--- config.mk ---
export PLATFORM = sky130hd
export DESIGN_NAME = oddstep_counter
export DESIGN_NICKNAME = d
export VERILOG_FILES = /design/src/rtl/oddstep_pkg.sv /design/src/rtl/oddstep_step.sv /design/src/rtl/oddstep_parity.sv /design/src/rtl/oddstep_counter.sv
export SDC_FILE = /design/constraint.sdc
export NUM_CORES = 1
export LEC_CHECK = 0
export ABC_CLOCK_PERIOD_IN_PS = 1800
export BUFFER_PORTS_ARGS = -buffer_cell sky130_fd_sc_hd__buf_2
export CAP_MARGIN = 15
export CORE_UTILIZATION = 40
export DETAILED_ROUTE_END_ITERATION = 16
export GPL_ROUTABILITY_DRIVEN = 0
export PLACE_DENSITY = 0.64
export SETUP_SLACK_MARGIN = 0.5
export SLEW_MARGIN = 5
export SYNTH_ARGS = -nofsm -noshare
export SYNTH_HDL_FRONTEND = slang
export SYNTH_SLANG_ARGS = --single-unit
export TNS_END_PERCENT = 5
--- constraint.sdc ---
create_clock -name clk -period 1.8 [get_ports clk]
set_input_delay 0 -clock clk [delete_from_list [all_inputs] [get_ports clk]]
set_output_delay 0 -clock clk [all_outputs]
set_load 0.05 [all_outputs]
--- src/rtl/oddstep_pkg.sv ---
package oddstep_pkg;
    typedef enum logic [1:0] {
        OP_LOAD = 2'b00,
        OP_UP   = 2'b01,
        OP_DOWN = 2'b10,
        OP_HOLD = 2'b11
    } op_e;
endpackage

--- src/rtl/oddstep_step.sv ---
module oddstep_step #(
    parameter int W  = 9,
    parameter int UP = 3,
    parameter int DN = 5
) (
    input  logic [W-1:0] cur,
    output logic [W-1:0] inc_val,
    output logic         inc_wrap,
    output logic [W-1:0] dec_val,
    output logic         dec_wrap
);
    localparam logic [W:0] UPV = (W+1)'(UP);
    localparam logic [W:0] DNV = (W+1)'(DN);

    // One spare bit on top captures the wrap out of either end.
    always_comb begin
        {inc_wrap, inc_val} = {1'b0, cur} + UPV;
        {dec_wrap, dec_val} = {1'b0, cur} - DNV;
    end
endmodule

--- src/rtl/oddstep_parity.sv ---
module oddstep_parity #(
    parameter int W = 9
) (
    input  logic [W-1:0] bits,
    output logic         par
);
    logic [W:0] chain;
    assign chain[0] = 1'b0;
    for (genvar gi = 0; gi < W; gi++) begin : g_xor
        assign chain[gi+1] = chain[gi] ^ bits[gi];
    end
    assign par = chain[W];
endmodule

--- src/rtl/oddstep_counter.sv ---
module oddstep_counter #(
    parameter int WIDTH   = 9,
    parameter int UP_STEP = 3,
    parameter int DN_STEP = 5
) (
    input  logic             clk,
    input  logic             rst,
    input  logic [1:0]       mode,
    input  logic [WIDTH-1:0] load_data,
    output logic [WIDTH-1:0] count,
    output logic             carry,
    output logic             borrow,
    output logic             parity
);
    import oddstep_pkg::*;

    op_e              op;
    logic [WIDTH-1:0] inc_val, dec_val;
    logic             inc_wrap, dec_wrap;

    assign op = op_e'(mode);

    oddstep_step #(.W(WIDTH), .UP(UP_STEP), .DN(DN_STEP)) u_step (
        .cur      (count),
        .inc_val  (inc_val),
        .inc_wrap (inc_wrap),
        .dec_val  (dec_val),
        .dec_wrap (dec_wrap)
    );

    // State register: the operation code selects the transition.
    always_ff @(posedge clk) begin
        if (rst) begin
            count  <= '0;
            carry  <= 1'b0;
            borrow <= 1'b0;
        end else begin
            unique case (op)
                OP_LOAD: begin
                    count  <= load_data;
                    carry  <= 1'b0;
                    borrow <= 1'b0;
                end
                OP_UP: begin
                    count  <= inc_val;
                    carry  <= inc_wrap;
                    borrow <= 1'b0;
                end
                OP_DOWN: begin
                    count  <= dec_val;
                    carry  <= 1'b0;
                    borrow <= dec_wrap;
                end
                OP_HOLD: begin
                    carry  <= 1'b0;
                    borrow <= 1'b0;
                end
            endcase
        end
    end

    // Output process: parity follows the registered count.
    oddstep_parity #(.W(WIDTH)) u_par (
        .bits (count),
        .par  (parity)
    );

    a_r2_load: assert property (@(posedge clk) disable iff (rst)
        (op == OP_LOAD) |=> (count == $past(load_data)) && !carry && !borrow);

    a_r3_up_step: assert property (@(posedge clk) disable iff (rst)
        (op == OP_UP) |=> count == WIDTH'($past(count) + UP_STEP));

    a_r4_down_step: assert property (@(posedge clk) disable iff (rst)
        (op == OP_DOWN) |=> count == WIDTH'($past(count) - DN_STEP));

    a_r5_hold: assert property (@(posedge clk) disable iff (rst)
        (op == OP_HOLD) |=> $stable(count) && !carry && !borrow);

    a_r6_carry_source: assert property (@(posedge clk) disable iff (rst)
        carry |-> ($past(op) == OP_UP) && (count < WIDTH'(UP_STEP)));

    a_r7_borrow_source: assert property (@(posedge clk) disable iff (rst)
        borrow |-> ($past(op) == OP_DOWN) && (count > ~WIDTH'(DN_STEP)));

    a_r9_flags_exclusive: assert property (@(posedge clk) disable iff (rst)
        !(carry && borrow));
endmodule

=== Yosys cells after proc, flatten, opt, wreduce, memory -nomap -nowiden ===
Cells that the tools add are included.

* Input bits: 13
* Flip-flop bits (word level): 11
* Logic and storage cells: 23

* Reductions and logical operators: 4
* Bitwise gates (word level): 8
* Add/sub/neg operators: 2
* Equal/unequal tests: 3
* Muxes and demuxes: 3

{| class="wikitable"
|+ Operators by type and width
! cell !! count
|-
| 9-bit case mux with 3 select lines || 1
|-
| 9-bit by 2-bit adder with 10-bit output (second input constant) || 1
|-
| 9-bit by 3-bit subtractor with 10-bit output (second input constant) || 1
|-
| 1-bit XOR || 8
|-
| 3-bit OR reduction || 2
|-
| 2-bit == test (second input constant) || 2
|-
| 1-bit case mux with 2 select lines || 2
|-
| 3-bit nonzero test || 1
|-
| 2-bit by 1-bit == test with 1-bit output (second input constant) || 1
|-
| 2-bit zero test || 1
|}

=== Logic depth before layout (Yosys ltp) ===
* Depth after elaboration: 8
* Mapped depth: 7
* Mapped depth without buffers: 7

=== Hierarchy ===
From an unflattened synthesis, not the netlist that was laid out.

* Cells, all modules: 105
* Area, all modules: 952.2 sq um

{| class="wikitable"
|+ Modules (own cells, without submodules)
! module !! times used !! cells each !! area an instance (sq um)
|-
| oddstep_counter || 1 || 57 || 590.6
|-
| oddstep_step || 1 || 41 || 279.0
|-
| oddstep_parity || 1 || 7 || 82.6
|}

=== Worst setup path after synthesis ===
No wires, ideal clock.

* Path type: register -> output
* Start: register count[0]
* End: output parity
* Setup slack: -0.465 ns
* Cell stages (with the launch flop): 6
* Path buffers: 0
* Data arrival time: 2.265 ns
* Cells stage by stage: dfxtp_1 > inv_1 > ha_1 > xor2_1 > xnor2_1 > xnor2_1

* Longest elaborated chain between the ends: 8

{| class="wikitable"
|+ Ends and longest elaborated chain
! item !! RTL line !! source
|-
| start, declared || oddstep_counter.sv:10 || <nowiki>output logic [WIDTH-1:0] count,</nowiki>
|-
| start signal, assigned || oddstep_counter.sv:40 || <nowiki>count <= load_data;</nowiki>
|-
| start signal, assigned || oddstep_counter.sv:45 || <nowiki>count <= inc_val;</nowiki>
|-
| start signal, assigned || oddstep_counter.sv:50 || <nowiki>count <= dec_val;</nowiki>
|-
| 1-bit XOR (8 in series) || oddstep_parity.sv:10 || <nowiki>assign chain[gi+1] = chain[gi] ^ bits[gi];</nowiki>
|-
| end, declared || oddstep_counter.sv:13 || <nowiki>output logic parity</nowiki>
|}

No other way between the ends.

=== Worst setup path in the final report ===
* Start: register count[1]
* End: output parity

Same word-level chain as after synthesis.

==> impl_metrics.tcl <==
set metrics [dict create \
    status "complete, no violations" \
    worstRegToRegCells 6 \
    synth_ff_type "dfxtp_1" \
    power.density_nw_per_um2 866 \
    portBuffers 24 \
    crit_path_end_kind "output pin" \
    yosysTopAreaCellShare 0.228 \
    ctsResizeCount 4 \
    dr_total_vias 1000 \
    antenna_found_initial 0 \
    yosys-top-cells-count "16 x nor2_1, 11 x dfxtp_1, 10 x a21oi_1, 10 x clkbuf_1, 9 x xnor2_1" \
    num_antenna_cells 0 \
    start_kind "flip-flop" \
    internal_power_uw 563 \
    ys_warn_count 0 \
    placed_cells 171 \
    grt_overflow 0 \
    final.setup.tns_ps 0 \
    drt_iter0_drc 24 \
    finalHoldViolations 0 \
    maxCapViolations 0 \
    setup_viol 0 \
    synthDistinctLibCells 39 \
    die_w_um 51.1 \
    grt_usage 0.212 \
    crit_family "XOR/XNOR gates" \
    worstReg2RegStart "count[1]" \
    cp_num_cells 6 \
    placed_area_um2 1140 \
    syn_area_um2 966 \
    clockRootBuffer "clkbuf_4" \
    fin_skew_ps 4.16 \
    postRouteWirelength_um 2500 \
    clock_latency_ps 280 \
    tightestPinTransition_ps 616 \
    hp-class "input port to flip-flop" \
    power_frac_seq 0.315 \
    crit_end "parity" \
    synthMostInstantiatedCell "nor2_1" \
    tritoncts "done" \
    start_util 0.428 \
    synth_top_area_cell "dfxtp_1" \
    drtPass1Iterations 4 \
    grt_setup_unrepaired "yes" \
    cpMostUsedCell "xnor2_2" \
    comb_power_share 0.502 \
    period_minus_slack_ps 1650 \
    crit_arrival_ps 1650 \
    syn-num-nets 148 \
    slowest_delay_ps 380 \
    numCtsBuffers 3 \
    critPathKind "flip-flop to output pin" \
    fin_total_pwr_mw 1.04 \
    worst-path-buf-inv 2 \
    area_growth_pct 24.1 \
    cp.required_ps 1800 \
    die_y_um 51.1 \
    placementRows 17 \
    yosysSeqAreaShare 0.228 \
    cts.sinks 11 \
    dieArea_um2 2620 \
    critPathSlowestCell "dfxtp_4" \
    drcViolationCount 0 \
    startpoint "count[1]" \
    pre_cts_ws_ps 278 \
    clockPowerShare 0.184 \
    core_area_um2 2250 \
    final_util 0.532 \
    p_switching_uw 474 \
    fin_nets 167 \
    cp_cell_sequence "inv_2, ha_4, xor2_4, xnor2_2, xnor2_2, buf_6" \
    worstReg2RegEnd "count[6]" \
    final-max-slew-violation-count 0 \
    synth-edff-count 0 \
    swShare 0.457 \
    grt_pass1_vias 875 \
    fmax_ghz 0.607 \
    leakage_nw 0.505 \
    final_cell_area_um2 1200 \
    drive_above_1_share 0.333 \
    io_pins 25 \
    ys_seq_elements 11 \
    layout_setup_ws_ps 152 \
    fin_cells 175 \
    syn_inst 129 \
    maxSlewHeadroom 0.590 \
    synthTopCellsByArea "dfxtp_1 23%, xnor2_1 8.2%, ha_1 7.8%" \
    crit_fanout 5 \
    post-route-period-util 0.915 \
    cts_hold_buf 0 \
    cts_max_level 1 \
    synth-async-reset-ratio 0 \
    grt_max_degree 19 \
    clk_pin_slew_ps 90 \
    irDropWorstVdd_mv 0.664 \
    viasPerCell 5.71 \
    drtAntennaViolNets 0 \
    grt_first_pass_wirelength_um 4020 \
    rrSetupSlack_ps 250 \
    cts_setup_buffers 0 \
    whs_ps 2.43 \
    post_drt_wl_per_cell_um 14.3 \
    hpwlAfterDp_um 1740 \
    cts.path.max_buffers 2 \
    synth_area_per_cell_um2 7.49 \
]
sequential cells by signal, indices dropped and copies added (netlist names):
signal  count
count       9
borrow      1
carry       1
power by group through the flow:
stage,registers (mW),logic (mW),clock network [mW]
final,0.326,0.521,0.191
after global placement,0.328,0.466,0
after floorplan,0.374,0.337,0
after global routing,0.331,0.554,0.209
after detailed placement,0.329,0.472,0
after CTS,0.325,0.513,0.191
area by class of cell:
cell class                 instances  area (µm²)
sequential                        11         241
fill                             235        1060
multi-input combinational         98         724
tap                               28        35.0
inverter                           8        30.0
clock buffer                       4        26.3
timing repair buffer              26         141
per-layer routing:
metal | track usage | share of wire | vias to the layer above
met4 | 0.120 | 0.017 | 0
met2 | 0.329 | 0.48 | 33
met1 | 0.267 | 0.45 | 470
met5 | 0 | 0 | -
li1 | - | - | 492
met3 | 0.0476 | 0.046 | 5
logic make-up after synthesis:
logic type	after synthesis	synth area share
buffers and inverters	20	0.0933
XOR/XNOR	11	0.0997
AND/OR/NAND/NOR	41	0.227
flip-flops	11	0.228
multiplexers	2	0.0207
AO/OA/AOI/OAI	38	0.254
adder cells (fa/ha/maj)	6	0.0777
how the worst min path moves through the flow:
stage / cells past startpoint / end / start
after floorplan: 2 / count[4] / load_data[4]
after global placement: 3 / count[4] / load_data[4]
after detailed placement: 3 / count[4] / load_data[4]
after CTS: 3 / count[4] / load_data[4]
after global routing: 3 / count[4] / load_data[4]
final: 3 / count[4] / load_data[4]
worst min-delay path: stages:
cell and delay (ps):
buf_2 100, nor2_1 80, o32ai_1 70
placed cells by master, fill, tap and decap left out, drive strengths merged, types with 2 or more instances in the layout:
master,synthesis,final
o22ai,2,2
buf,2,26
xnor2,9,9
nand2,5,5
nor2,17,17
nor2b,3,3
a31oi,3,3
nor3,3,3
xor2,2,2
mux2i,2,2
nor4,2,2
inv,8,8
a21oi,10,10
a211oi,5,5
nor3b,2,2
dfxtp,11,11
o211ai,2,2
clkbuf,10,4
ha,6,6
nand3,2,2
o21ai,8,8
Note: power is estimated with default switching activity, not from simulation.
